<file path="src/rtl/mdio_pkg.sv">
package mdio_pkg;
  localparam int unsigned MGMT_W = 32;
  localparam int unsigned DATA_W = 16;
  localparam logic [1:0]  OP_READ  = 2'b10;
  localparam logic [1:0]  OP_WRITE = 2'b01;
  // frame bit positions (0 = first bit after preamble)
  localparam logic [4:0]  REL_POS  = 5'd14;
  localparam logic [4:0]  DATA_POS = 5'd16;

  typedef struct packed {
    logic [1:0]        sof;
    logic [1:0]        op;
    logic [4:0]        phy;
    logic [4:0]        regad;
    logic [1:0]        ta;
    logic [DATA_W-1:0] data;
  } mgmt_word_t;
endpackage

</file>
<file path="src/rtl/mdio_clk_div.sv">
module mdio_clk_div #(
  parameter int unsigned CLK_DIV = 32
) (
  input  logic clk,
  input  logic rst_n,
  input  logic run,
  input  logic clr,
  output logic mdc,
  output logic rise_tick,
  output logic last_tick
);
  localparam int unsigned CNT_W = $clog2(CLK_DIV);
  localparam int unsigned HALF  = CLK_DIV / 2;
  localparam logic [CNT_W-1:0] HALF_V  = CNT_W'(HALF);
  localparam logic [CNT_W-1:0] HALF_M1 = CNT_W'(HALF - 1);
  localparam logic [CNT_W-1:0] LAST_V  = CNT_W'(CLK_DIV - 1);

  logic [CNT_W-1:0] cnt_q, cnt_d;

  assign rise_tick = run && (cnt_q == HALF_M1);
  assign last_tick = run && (cnt_q == LAST_V);
  assign mdc       = (cnt_q >= HALF_V);

  always_comb begin
    cnt_d = cnt_q;
    if (clr)
      cnt_d = '0;
    else if (run)
      cnt_d = last_tick ? '0 : cnt_q + 1'b1;
  end

  always_ff @(posedge clk or negedge rst_n) begin
    if (!rst_n) cnt_q <= '0;
    else        cnt_q <= cnt_d;
  end

  // mdc only rises out of the mid-count tick
  a_r3_rise_from_mid: assert property (@(posedge clk) disable iff (!rst_n)
    $rose(mdc) |-> $past(rise_tick));
  // a stalled divider keeps mdc level
  a_r9_stall_holds_mdc: assert property (@(posedge clk) disable iff (!rst_n)
    (!run && !clr) |=> $stable(mdc));
endmodule

</file>
<file path="src/rtl/mdio_frame_seq.sv">
module mdio_frame_seq #(
  parameter int unsigned PRE_LEN = 32,
  parameter int unsigned IDX_W   = 6
) (
  input  logic             clk,
  input  logic             rst_n,
  input  logic             start,
  input  logic             last_tick,
  output logic             busy,
  output logic [IDX_W-1:0] bit_idx
);
  localparam int unsigned TOTAL = PRE_LEN + mdio_pkg::MGMT_W;
  localparam logic [IDX_W-1:0] LAST_IDX = IDX_W'(TOTAL - 1);

  logic             busy_d;
  logic [IDX_W-1:0] idx_d;
  logic             at_end;

  assign at_end = last_tick && (bit_idx == LAST_IDX);

  always_comb begin
    busy_d = busy;
    idx_d  = bit_idx;
    if (start) begin
      busy_d = 1'b1;
      idx_d  = '0;
    end else if (last_tick) begin
      if (at_end) begin
        busy_d = 1'b0;
        idx_d  = '0;
      end else begin
        idx_d = bit_idx + 1'b1;
      end
    end
  end

  always_ff @(posedge clk or negedge rst_n) begin
    if (!rst_n) begin
      busy    <= 1'b0;
      bit_idx <= '0;
    end else begin
      busy    <= busy_d;
      bit_idx <= idx_d;
    end
  end

  // busy ends only after the last bit period
  a_r7_end_on_last_bit: assert property (@(posedge clk) disable iff (!rst_n)
    $fell(busy) |-> ($past(bit_idx) == LAST_IDX));
  // a start always makes the engine busy
  a_r2_start_busy: assert property (@(posedge clk) disable iff (!rst_n)
    start |=> busy);
endmodule

</file>
<file path="src/rtl/mdio_word_reg.sv">
module mdio_word_reg
  import mdio_pkg::*;
#(
  parameter int unsigned PRE_LEN = 32,
  parameter int unsigned IDX_W   = 6
) (
  input  logic              clk,
  input  logic              rst_n,
  input  logic              load,
  input  logic [MGMT_W-1:0] load_val,
  input  logic              busy,
  input  logic [IDX_W-1:0]  bit_idx,
  input  logic              rise_tick,
  input  logic              mdio_i,
  output logic [MGMT_W-1:0] word,
  output logic              mdio_o,
  output logic              mdio_oe
);
  localparam logic [IDX_W-1:0] PRE_V = IDX_W'(PRE_LEN);

  mgmt_word_t  word_q, word_d;
  logic [MGMT_W-1:0] word_bits;
  logic        is_read, in_frame, released, capture;
  logic [4:0]  fpos, msb_pos;

  assign word_bits = word_q;
  assign word      = word_bits;
  assign is_read   = (word_q.op == OP_READ);
  assign in_frame  = (bit_idx >= PRE_V);
  assign fpos      = 5'(bit_idx - PRE_V);
  assign msb_pos   = 5'd31 - fpos;
  assign released  = busy && in_frame && is_read && (fpos >= REL_POS);
  assign capture   = rise_tick && in_frame && is_read && (fpos >= DATA_POS);

  assign mdio_oe = busy && !released;
  assign mdio_o  = (!busy || !in_frame) ? 1'b1 : word_bits[msb_pos];

  always_comb begin
    word_d = word_q;
    if (load)
      word_d = load_val;
    else if (capture)
      word_d.data = {word_q.data[DATA_W-2:0], mdio_i};
  end

  always_ff @(posedge clk or negedge rst_n) begin
    if (!rst_n) word_q <= '0;
    else        word_q <= word_d;
  end

  // header half of the word changes only on an accepted load
  a_r8_header_stable: assert property (@(posedge clk) disable iff (!rst_n)
    !load |=> $stable(word_bits[MGMT_W-1:DATA_W]));
endmodule

</file>
<file path="src/rtl/mdio_mgmt_engine.sv">
module mdio_mgmt_engine #(
  parameter int unsigned CLK_DIV = 32,
  parameter int unsigned PRE_LEN = 32
) (
  input  logic        clk,
  input  logic        rst_n,
  input  logic        port_en,
  input  logic        cmd_wr,
  input  logic [31:0] cmd_wdata,
  output logic [31:0] cmd_word,
  output logic        idle,
  output logic        mdc,
  input  logic        mdio_i,
  output logic        mdio_o,
  output logic        mdio_oe
);
  localparam int unsigned TOTAL = PRE_LEN + mdio_pkg::MGMT_W;
  localparam int unsigned IDX_W = $clog2(TOTAL);

  logic             busy, start, run, clr, rise_tick, last_tick;
  logic [IDX_W-1:0] bit_idx;

  assign start = cmd_wr && port_en && !busy;
  assign run   = busy && port_en;
  assign clr   = !busy;
  assign idle  = !busy;

  mdio_clk_div #(.CLK_DIV(CLK_DIV)) u_div (
    .clk(clk), .rst_n(rst_n), .run(run), .clr(clr),
    .mdc(mdc), .rise_tick(rise_tick), .last_tick(last_tick)
  );

  mdio_frame_seq #(.PRE_LEN(PRE_LEN), .IDX_W(IDX_W)) u_seq (
    .clk(clk), .rst_n(rst_n), .start(start), .last_tick(last_tick),
    .busy(busy), .bit_idx(bit_idx)
  );

  mdio_word_reg #(.PRE_LEN(PRE_LEN), .IDX_W(IDX_W)) u_word (
    .clk(clk), .rst_n(rst_n), .load(start), .load_val(cmd_wdata),
    .busy(busy), .bit_idx(bit_idx), .rise_tick(rise_tick), .mdio_i(mdio_i),
    .word(cmd_word), .mdio_o(mdio_o), .mdio_oe(mdio_oe)
  );

  // accepted command clears idle next cycle
  a_r2_accept_drops_idle: assert property (@(posedge clk) disable iff (!rst_n)
    (cmd_wr && port_en && idle) |=> !idle);
  // disabled port ignores commands
  a_r9_disabled_stays_idle: assert property (@(posedge clk) disable iff (!rst_n)
    (!port_en && idle) |=> idle);
  // pause freezes the line
  a_r9_pause_freezes_pins: assert property (@(posedge clk) disable iff (!rst_n)
    (!port_en && !idle) |=> ($stable(mdc) && $stable(mdio_o) && $stable(mdio_oe)));
  // the line is released only during a read frame
  a_r6_release_only_read: assert property (@(posedge clk) disable iff (!rst_n)
    (!idle && !mdio_oe) |-> (cmd_word[29:28] == 2'b10));
  // clock is low while idle
  a_r3_mdc_low_idle: assert property (@(posedge clk) disable iff (!rst_n)
    idle |-> !mdc);
endmodule

</file>
<file path="config.mk">
export PLATFORM = sky130hd
export DESIGN_NAME = mdio_mgmt_engine
export DESIGN_NICKNAME = d
export VERILOG_FILES = /design/src/rtl/mdio_pkg.sv /design/src/rtl/mdio_clk_div.sv /design/src/rtl/mdio_frame_seq.sv /design/src/rtl/mdio_word_reg.sv /design/src/rtl/mdio_mgmt_engine.sv
export SDC_FILE = /design/constraint.sdc
export NUM_CORES = 1
export LEC_CHECK = 0
export BUFFER_PORTS_ARGS = -buffer_cell sky130_fd_sc_hd__buf_2
export CAP_MARGIN = 20
export CORE_MARGIN = 2
export CORE_UTILIZATION = 57
export CTS_BUF_LIST = sky130_fd_sc_hd__clkbuf_8
export DETAILED_ROUTE_END_ITERATION = 8
export HOLD_SLACK_MARGIN = 0.1
export PLACE_DENSITY = 0.88
export SYNTH_ARGS = -nofsm -noshare
export SYNTH_HDL_FRONTEND = slang
export SYNTH_SLANG_ARGS = --single-unit
</file>
<file path="constraint.sdc">
create_clock -name clk -period 5.8 [get_ports clk]
set_input_delay 0 -clock clk [delete_from_list [all_inputs] [get_ports clk]]
set_output_delay 0 -clock clk [all_outputs]
set_load 0.01 [all_outputs]
</file>
==> flow_summary.json, run 1 <==
{
  "status": "finished, final reports clean",
  "cp_num_buf_inv": 1,
  "dr.first_iter.drc_count": 213,
  "min_to": "u_seq.bit_idx[1]$_DFFE_PN0P_",
  "synth-seq-area-share": 0.468,
  "hold_depth": 4,
  "clk_latency_ns": 0.30,
  "gp_congestion": 0.895,
  "final_antenna_net_count": 0,
  "fin_ws_ns": 3.06,
  "grt_usage": 0.343,
  "die_h_microns": 68.3,
  "synthTopCellsByArea": "dfrtp_1 (47%), nand2_1 (13%), mux2i_1 (7.7%), a22oi_1 (7.0%), ha_1 (2.7%)",
  "drive_gt1_frac": 0.238,
  "synth_ff_type": "dfrtp_1",
  "rr_startpoint": "u_div.cnt_q[0]$_DFFE_PN0P_",
  "swShare": 0.281,
  "coreArea_sq_um": 4000,
  "max_cap_viol_count": 0,
  "place_worst_setup_slack_ns": 3.51,
  "vias_per_cell": 6.05,
  "r2r-end": "u_word.word[0]$_DFFE_PN0P_",
  "timing.final.crit_share": 0.472,
  "switchingPower_mw": 0.222,
  "area_growth_syn_to_layout_pct": 34.9,
  "crit_path_end_kind": "register",
  "cpPeakStageDelay_ns": 0.71,
  "path_clk_slew_ns": 0.08,
  "synth_async_sr_flop_share": 1.00,
  "crit_top_cell": "ha_1",
  "diodes": 0,
  "synth_edf_count": 0,
  "tns_ns": 0,
  "r2r_setup_slack_ns": 3.06,
  "mostFrequentLayoutCells": "nand2_1 (80), buf_2 (72), dfrtp_1 (44)",
  "mostFrequentLayoutCell": "nand2_1",
  "cts_setup_buffers": 0,
  "rsz0062_at_grt": "false",
  "hp-class": "input port to register",
  "start_kind": "register",
  "required_ns": 6.04,
  "comb_power_share": 0.195,
  "totalWireLength_mm": 7.43,
  "intPower_mw": 0.568,
  "grt_first_pass_wirelength_mm": 11.5,
  "crit_path_top_delay_cell": "nor4_4",
  "dieArea_sq_um": 4660,
  "relSlewSlack": 0.302,
  "clk_path_buf_depth": 2,
  "cts-root-buf": "clkbuf_8",
  "wire_per_inst_microns": 18.1,
  "worst_pin_slew_ns": 1.05,
  "hold_viol_final": 0,
  "grt_max_degree": 45,
  "yosys.area.top_type_share": 0.468,
  "yosysUniqueCellTypes": 40,
  "reg2reg_depth": 8,
  "max_freq_ghz": 0.366,
  "crit_type": "register to register",
  "cts_resized": 0,
  "path_cells": "ha_1 -> and3_1 -> ha_1 -> nand3_1 -> nor4_4 -> a22oi_1 -> dlygate4sd3_1 -> nand2_1",
  "ios": 73,
  "first_global_vias": 2400,
  "die_x_microns": 68.3,
  "cts_sinks": 44,
  "setup_violations": 0,
  "yosys_warnings": 0,
  "vdd_drop_max_uv": 266,
  "critPathMaxFanout": 16,
  "pwr-share-seq": 0.481,
  "fin_util": 0.794,
  "worst_clock_skew_ns": 0.00746,
  "powerDensity_nw_per_um2": 249,
  "initial_core_util": 0.589,
  "cts_tree": "yes",
  "syn_avg_cell_area_sq_um": 9.13,
  "synth_nets": 300,
  "cp.arrival_ns": 2.98,
  "synth.largest_area_cell": "dfrtp_1",
  "min_from": "port_en",
  "pwr-share-clk": 0.323,
  "numCtsBuffers": 5,
  "synth_seq_cells": 44,
  "period_needed_ns": 2.74,
  "cp_top_family": "simple AND/OR/NAND/NOR gates",
  "num_rows": 23,
  "netlist_instances": 258,
  "postCtsHoldBufs": 35,
  "dr_total_vias": 2488,
  "io_buffers": 72,
  "netlist_area_sq_um": 2350,
  "drc": 0,
  "grt_antenna_before_repair": 0,
  "grt_overflow": 0,
  "leakagePower_nw": 1.71,
  "finalNetCount": 402,
  "dpl.hpwl_mm": 4.00,
  "htreeDepth": 2,
  "finalMaxSlewViolations": 0,
  "drtPass1Iterations": 5
}
## synthesized netlist by cell type (all sizes together) (3+ instances only)
cell	number
a21oi	10
and2	3
o21ai	8
dfrtp	44
a31oi	3
ha	5
a22oi	22
mux2i	18
inv	9
nor2b	3
buf	9
nor2	9
nand3	4
clkbuf	4
nand2	80
nor3	3
## layout make-up
cell class                 instances  area, sq um
sequential                        44         1100
inverter                           9         33.8
fill                             229          825
clock buffer                       7         96.3
timing repair buffer             108          718
multi-input combinational        192         1130
clock inverter                     1         30.0
tap                               50         62.6
## layer usage
layer / track usage / up-vias / wire length (microns)
met5: 0 / - / 0
met4: 0.165 / 0 / 352
met3: 0.0757 / 39 / 578
met2: 0.563 / 159 / 3790
met1: 0.429 / 1193 / 2700
li1: - / 1097 / -
## state kept, by name (all words and copies together) (netlist names)
name	count
u_seq.busy	1
u_word.word	32
u_div.cnt_q	5
u_seq.bit_idx	6
## how the worst max path moves through the flow
| stage | end | start | cells past startpoint | slack (ns) |
|---|---|---|---|---|
| finish | u_word.word[0]$_DFFE_PN0P_ | u_div.cnt_q[0]$_DFFE_PN0P_ | 8 | 3.06 |
| global route | u_word.word[0]$_DFFE_PN0P_ | u_div.cnt_q[0]$_DFFE_PN0P_ | 8 | 2.80 |
| CTS | u_word.word[0]$_DFFE_PN0P_ | u_div.cnt_q[0]$_DFFE_PN0P_ | 8 | 3.12 |
| detailed placement | u_word.word[15]$_DFFE_PN0P_ | u_div.cnt_q[0]$_DFFE_PN0P_ | 7 | 3.51 |
| global placement | u_word.word[12]$_DFFE_PN0P_ | u_div.cnt_q[0]$_DFFE_PN0P_ | 7 | 3.62 |
| floorplan | u_seq.bit_idx[2]$_DFFE_PN0P_ | u_div.cnt_q[0]$_DFFE_PN0P_ | 7 | 3.97 |
## logic make-up (layout without fill, tap and decap cells)
logic type                 count (synthesis)  in the layout  synth area share
muxes                                     19             19            0.0813
DFF                                       44             44             0.468
AOI/OAI and AO/OA                         56             56             0.165
and+or+nand+nor                          111            111             0.205
buffers and inverters                     22            125            0.0510
xor gates and xnor gates                   1              1           0.00372
adders and majority gates                  5              5            0.0266
## worst min-delay path: stages
cell	delay, ns
buf_2	0.17
o21ai_0	0.10
nand2_1	0.05
o21ai_0	0.06
## stage by stage
step / power, mW / hold WS, ns / cells / cell area [sq um]
after global routing: 0.826 / 0.144 / 411 / 3180
after detailed placement: 0.515 / 0.196 / 368 / 2700
after CTS: 0.783 / 0.115 / 411 / 3180
final: 0.790 / 0.119 / 411 / 3180
after global placement: 0.508 / 0.191 / 368 / 2700
after floorplan: 0.487 / -0.296 / 258 / 2350
## power groups by stage
stage               clock network [mW]  logic [mW]  registers (mW)
finish                           0.255       0.154           0.380
global route                     0.271       0.171           0.384
CTS                              0.255       0.151           0.376
detailed placement                   0       0.133           0.382
floorplan                            0       0.137           0.350
global placement                     0       0.129           0.379
(Power assumes the default switching activity.)
==> run 2, diff against run 1 <==
CORE_UTILIZATION = 48   (was 57)
PLACE_DENSITY = 0.79   (was 0.88)
clock period = 2.29 ns   (was 5.8 ns; I/O delays follow)
==> run 2 against run 1 <==
Effect of this change: first-iteration DRC count shrank 13%; cell count grew 5.1%; critical path depth decreased by 1; fmax increased by 30%; cell area grew 0.32%; routed wire length down 17%; register-to-register slack worse by 2.9 ns; sequential power increased by 140%; worst setup slack got worse by 2.9 ns; hold slack got worse by 0.0086 ns; clock skew about the same; largest cell class unchanged.
==> flow_summary.json, run 2 (synthesized netlist as in run 1, its figures left out) <==
{
  "dr.first_iter.drc_count": 186,
  "mostFrequentLayoutCell": "nand2_1",
  "final_antenna_net_count": 0,
  "dieArea_sq_um": 5480,
  "rsz0062_at_grt": "false",
  "finalNetCount": 407,
  "vdd_drop_max_uv": 400,
  "seq_area_sq_um": 1100,
  "drc": 0,
  "clk_latency_ns": 0.29,
  "path_clk_slew_ns": 0.08,
  "io_buffers": 72,
  "largest_reg_flops": 32,
  "timing.final.crit_share": 0.917,
  "finalMaxSlewViolations": 0,
  "grt_first_pass_wirelength_mm": 10.4,
  "first_global_vias": 2236,
  "drive_gt1_frac": 0.244,
  "critPathMaxFanout": 8,
  "rr_startpoint": "u_div.cnt_q[0]$_DFFE_PN0P_",
  "crit_top_cell": "ha_1",
  "leakagePower_nw": 1.72,
  "cts_resized": 0,
  "dr_total_vias": 2327,
  "cts_sinks": 44,
  "n_fill_cell": 357,
  "path_cells": "ha_1 -> and3_1 -> ha_1 -> nand3_1 -> o31a_1 -> a21oi_1 -> o2bb2ai_1",
  "diodes": 0,
  "min_to": "u_seq.bit_idx[1]$_DFFE_PN0P_",
  "coreArea_sq_um": 4720,
  "wire_per_inst_microns": 14.3,
  "cts-root-buf": "clkbuf_8",
  "crit_path_end_kind": "register",
  "reg2reg_depth": 7,
  "cp_top_family": "compound AO/OA/AOI/OAI gates",
  "grt_overflow": 0,
  "numCtsBuffers": 5,
  "dpl.hpwl_mm": 4.09,
  "clk_path_buf_depth": 2,
  "status": "finished, final reports clean",
  "grt_usage": 0.243,
  "powerDensity_nw_per_um2": 569,
  "required_ns": 2.47,
  "grt_antenna_before_repair": 0,
  "die_h_microns": 74.0,
  "relSlewSlack": 0.348,
  "mostFrequentLayoutCells": "nand2_1 (80), buf_2 (72), dfrtp_1 (44)",
  "crit_type": "register to register",
  "worst_pin_slew_ns": 0.978,
  "min_from": "port_en",
  "hold_viol_final": 0,
  "tns_ns": 0,
  "hold_depth": 4,
  "initial_core_util": 0.499,
  "start_kind": "register",
  "setup_violations": 0,
  "cpPeakStageDelay_ns": 0.43,
  "htreeDepth": 2,
  "cp_num_buf_inv": 0,
  "r2r_setup_slack_ns": 0.19,
  "r2r-end": "u_seq.bit_idx[3]$_DFFE_PN0P_",
  "vias_per_cell": 5.39,
  "cts_setup_buffers": 0,
  "cp.arrival_ns": 2.29,
  "worst_clock_skew_ns": 0.00746,
  "hold_slack_ns": 0.111,
  "period_needed_ns": 2.10,
  "num_rows": 25,
  "grt_max_degree": 45,
  "totalWireLength_mm": 6.18,
  "max_cap_viol_count": 0,
  "multi_input_area_sq_um": 1130,
  "ios": 73,
  "place_worst_setup_slack_ns": 0.237,
  "max_freq_ghz": 0.476,
  "hp-class": "input port to register",
  "placed_area_sq_um": 2760,
  "postCtsHoldBufs": 35,
  "cts_tree": "yes",
  "fin_ws_ns": 0.190,
  "drtPass1Iterations": 4,
  "crit_path_top_delay_cell": "dfrtp_1",
  "design_area_sq_um": 3190,
  "area_growth_syn_to_layout_pct": 35.3,
  "die_x_microns": 74.0,
  "gp_congestion": 0.787
}
==> run 2: changes by cell type in the layout (fill, tap and decap cells not counted) <==
cell and change:
buf_4 +5, bufinv_16 -1, clkbuf_8 -2, clkinv_2 +1
inv_1 +1
==> run 2: worst min-delay path: stages <==
cell and delay, ns:
buf_2 0.17, o21ai_0 0.09, nand2_1 0.05, o21ai_0 0.06
==> run 2: worst max path at each step <==
stage / start / slack [ns] / to / cells after the start
after floorplan: u_div.cnt_q[0]$_DFFE_PN0P_ / 0.46 / u_seq.bit_idx[2]$_DFFE_PN0P_ / 7
after global placement: u_div.cnt_q[0]$_DFFE_PN0P_ / 0.34 / u_seq.bit_idx[3]$_DFFE_PN0P_ / 7
after detailed placement: u_div.cnt_q[0]$_DFFE_PN0P_ / 0.24 / u_seq.bit_idx[3]$_DFFE_PN0P_ / 7
after CTS: u_div.cnt_q[0]$_DFFE_PN0P_ / 0.21 / u_seq.bit_idx[3]$_DFFE_PN0P_ / 7
after global routing: u_div.cnt_q[1]$_DFFE_PN0P_ / 0.02 / u_seq.bit_idx[3]$_DFFE_PN0P_ / 7
final: u_div.cnt_q[0]$_DFFE_PN0P_ / 0.19 / u_seq.bit_idx[3]$_DFFE_PN0P_ / 7
==> run 2: through the flow <==
step,utilization,std cells,power (mW)
detailed placement,0.584,390,1.33
finish,0.674,432,1.81
global route,0.674,432,1.92
CTS,0.674,432,1.82
global placement,0.584,390,1.31
floorplan,-,258,1.23
==> run 2: report_power, final <==
group / switching, mW / internal, mW / total [mW]
Sequential: 0.0636 / 0.830 / 0.893
Combinational: 0.229 / 0.236 / 0.465
Clock: 0.250 / 0.203 / 0.453
Total: 0.542 / 1.27 / 1.81
==> run 2: area by class of cell <==
cell class	instances	area share
multi-input combinational	192	0.356
timing repair buffer	113	0.237
inverter	9	0.0106
tap	67	0.0263
sequential	44	0.346
clock buffer	5	0.0216
clock inverter	2	0.00275
==> run 2: per-layer routing <==
layer  vias up  wire length, microns  track usage
met5         -                     0            0
met2        93                  3150        0.410
met4         0                    91       0.0687
met1      1117                  2640        0.323
met3        11                   292       0.0461
li1       1106                     -            -
==> run 3, diff against run 2 <==
GPL_TIMING_DRIVEN = 0   (was not set)
PLACE_DENSITY = 0.81   (was 0.79)
==> run 3 against run 2 <==
Effect of this change: clock power grew 12%; first-iteration DRC count down 32%; hold slack better by 0.14 ns; cell count is 2.3% higher; non-clock buffer count up 9; clock-buffer cell count is 1 higher; sequential cell count did not move; worst setup slack worse by 0.022 ns; global-route usage is 1.8 points higher; combinational power rose by 12%; sequential share of layout area shrank 0.94 points.
==> flow_summary.json, run 3 (synthesized netlist as in run 1, its figures left out) <==
{
  "status": "finished, final reports clean",
  "crit_path_top_delay_cell": "nor4_4",
  "gp_congestion": 0.889,
  "path_clk_slew_ns": 0.08,
  "grtUsageMet2": 0.444,
  "totalWireLength_mm": 6.58,
  "mostFrequentLayoutCells": "nand2_1 (80), buf_2 (77), dfrtp_1 (44)",
  "use_met3": 0.0542,
  "cp-startpoint": "u_div.cnt_q[0]$_DFFE_PN0P_",
  "max_cap_viol_count": 0,
  "crit_top_cell": "ha_1",
  "cp_num_buf_inv": 1,
  "grt_first_pass_wirelength_mm": 11.0,
  "htreeDepth": 2,
  "cp_top_family": "simple AND/OR/NAND/NOR gates",
  "swShare": 0.297,
  "worst_clock_skew_ns": 0.00492,
  "max_freq_ghz": 0.471,
  "clk_path_buf_depth": 2,
  "finalNetCount": 416,
  "intPower_mw": 1.34,
  "hold_viol_final": 0,
  "period_needed_ns": 2.12,
  "grt_antenna_before_repair": 0,
  "final_antenna_net_count": 0,
  "crit_type": "register to register",
  "comb_power_share": 0.272,
  "critPathMaxFanout": 10,
  "grt_busiest_layer": "met2",
  "dpl.hpwl_mm": 4.17,
  "hp-class": "input port to register",
  "coreArea_sq_um": 4720,
  "initial_core_util": 0.499,
  "dr_total_vias": 2344,
  "timing.final.crit_share": 0.927,
  "switchingPower_mw": 0.566,
  "vias_per_cell": 5.30,
  "cts_sinks": 44,
  "dr.first_iter.drc_count": 127,
  "cpPeakStageDelay_ns": 0.45,
  "finalMaxSlewViolations": 0,
  "crit_path_end_kind": "register",
  "tns_ns": 0,
  "dieArea_sq_um": 5480,
  "ios": 73,
  "cts-root-buf": "clkbuf_8",
  "area_growth_syn_to_layout_pct": 39.1,
  "first_global_vias": 2307,
  "leakagePower_nw": 1.76,
  "setup_violations": 0,
  "grt_max_degree": 45,
  "num_rows": 25,
  "use_met1": 0.339,
  "grt_usage": 0.261,
  "die_h_microns": 74.0,
  "numCtsBuffers": 5,
  "worst_pin_slew_ns": 0.549,
  "clk_latency_ns": 0.30,
  "drive_gt1_frac": 0.256,
  "path_cells": "ha_1 -> and3_1 -> ha_1 -> nand3_1 -> nor4_4 -> buf_4 -> a22oi_1 -> nand2_1",
  "drtPass1Iterations": 5,
  "cp.arrival_ns": 2.36,
  "drc": 0,
  "min_from": "port_en",
  "diodes": 0,
  "wire_per_inst_microns": 14.9,
  "grt_overflow": 0,
  "largest_reg_flops": 32,
  "cts_tree": "yes",
  "mostFrequentLayoutCell": "nand2_1",
  "relSlewSlack": 0.631,
  "powerDensity_nw_per_um2": 583,
  "rsz0062_at_grt": "false",
  "start_kind": "register",
  "pwr-share-seq": 0.462,
  "required_ns": 2.53,
  "fin_util": 0.693,
  "pwr-share-clk": 0.266,
  "vdd_drop_max_uv": 339,
  "rr_startpoint": "u_div.cnt_q[0]$_DFFE_PN0P_",
  "die_x_microns": 74.0,
  "io_buffers": 72
}
==> run 3: worst paths after layout <==
path | endpoint | slack (ns) | depth (start not counted)
setup / recovery | u_word.word[8]$_DFFE_PN0P_ | 0.17 | 8
hold / removal | u_seq.bit_idx[1]$_DFFE_PN0P_ | 0.25 | 5
setup reg to reg | u_word.word[8]$_DFFE_PN0P_ | 0.17 | 8
hold reg to reg | u_word.word[17]$_DFFE_PN0N_ | 0.50 | 2
max in group asynchronous | u_div.cnt_q[0]$_DFFE_PN0P_ | 1.29 | 4
min in group asynchronous | u_word.word[4]$_DFFE_PN0P_ | 0.57 | 3
==> run 3: worst min-delay path: cells and delay by family <==
family,cells,cell delay (ns)
buffers and inverters,2,0.29
AO/OA/AOI/OAI,2,0.16
AND/OR/NAND/NOR,1,0.06
==> run 3: metal layers <==
metal / share of wire / vias to the layer above
li1: - / 1126
met1: 0.42 / 1120
met2: 0.52 / 89
met3: 0.052 / 9
met4: 0.014 / 0
met5: 0 / -
==> run 3: power groups by stage <==
stage | logic [mW] | clock network (mW) | registers [mW]
2_1_floorplan | 0.348 | 0 | 0.885
3_3_place_gp | 0.452 | 0 | 0.894
3_5_place_dp | 0.461 | 0 | 0.898
4_1_cts | 0.510 | 0.513 | 0.882
5_1_grt | 0.588 | 0.550 | 0.895
6_report | 0.520 | 0.507 | 0.882
==> run 3: area by class of cell <==
cell class	count	area [sq um]
inverters	9	33.8
clock inverters	2	10.0
fillers	346	1450
clock buffers	6	82.6
well taps	67	83.8
multi-input cells	192	1140
flip-flops and latches	44	1100
repair buffers	109	741
plain buffers	13	86.3
==> run 3: metrics by stage <==
stage          power (mW)  std cells  hold WS (ns)  instance area [sq um]  setup WS, ns
2_1_floorplan        1.23        258        -0.296                   2350         0.464
3_3_place_gp         1.35        397         0.193                   2800         0.245
3_5_place_dp         1.36        397         0.193                   2800         0.202
4_1_cts              1.90        440         0.234                   3240         0.177
5_1_grt              2.03        442         0.286                   3270       0.00908
6_report             1.91        442         0.248                   3270         0.168
==> run 3: what timing repair did <==
item	in CTS	in global routing
resized for setup	0	1
endpoints found under the hold margin	77	3
endpoints found under the setup margin	0	1
hold buffers	35	1
buffers inserted	0	0
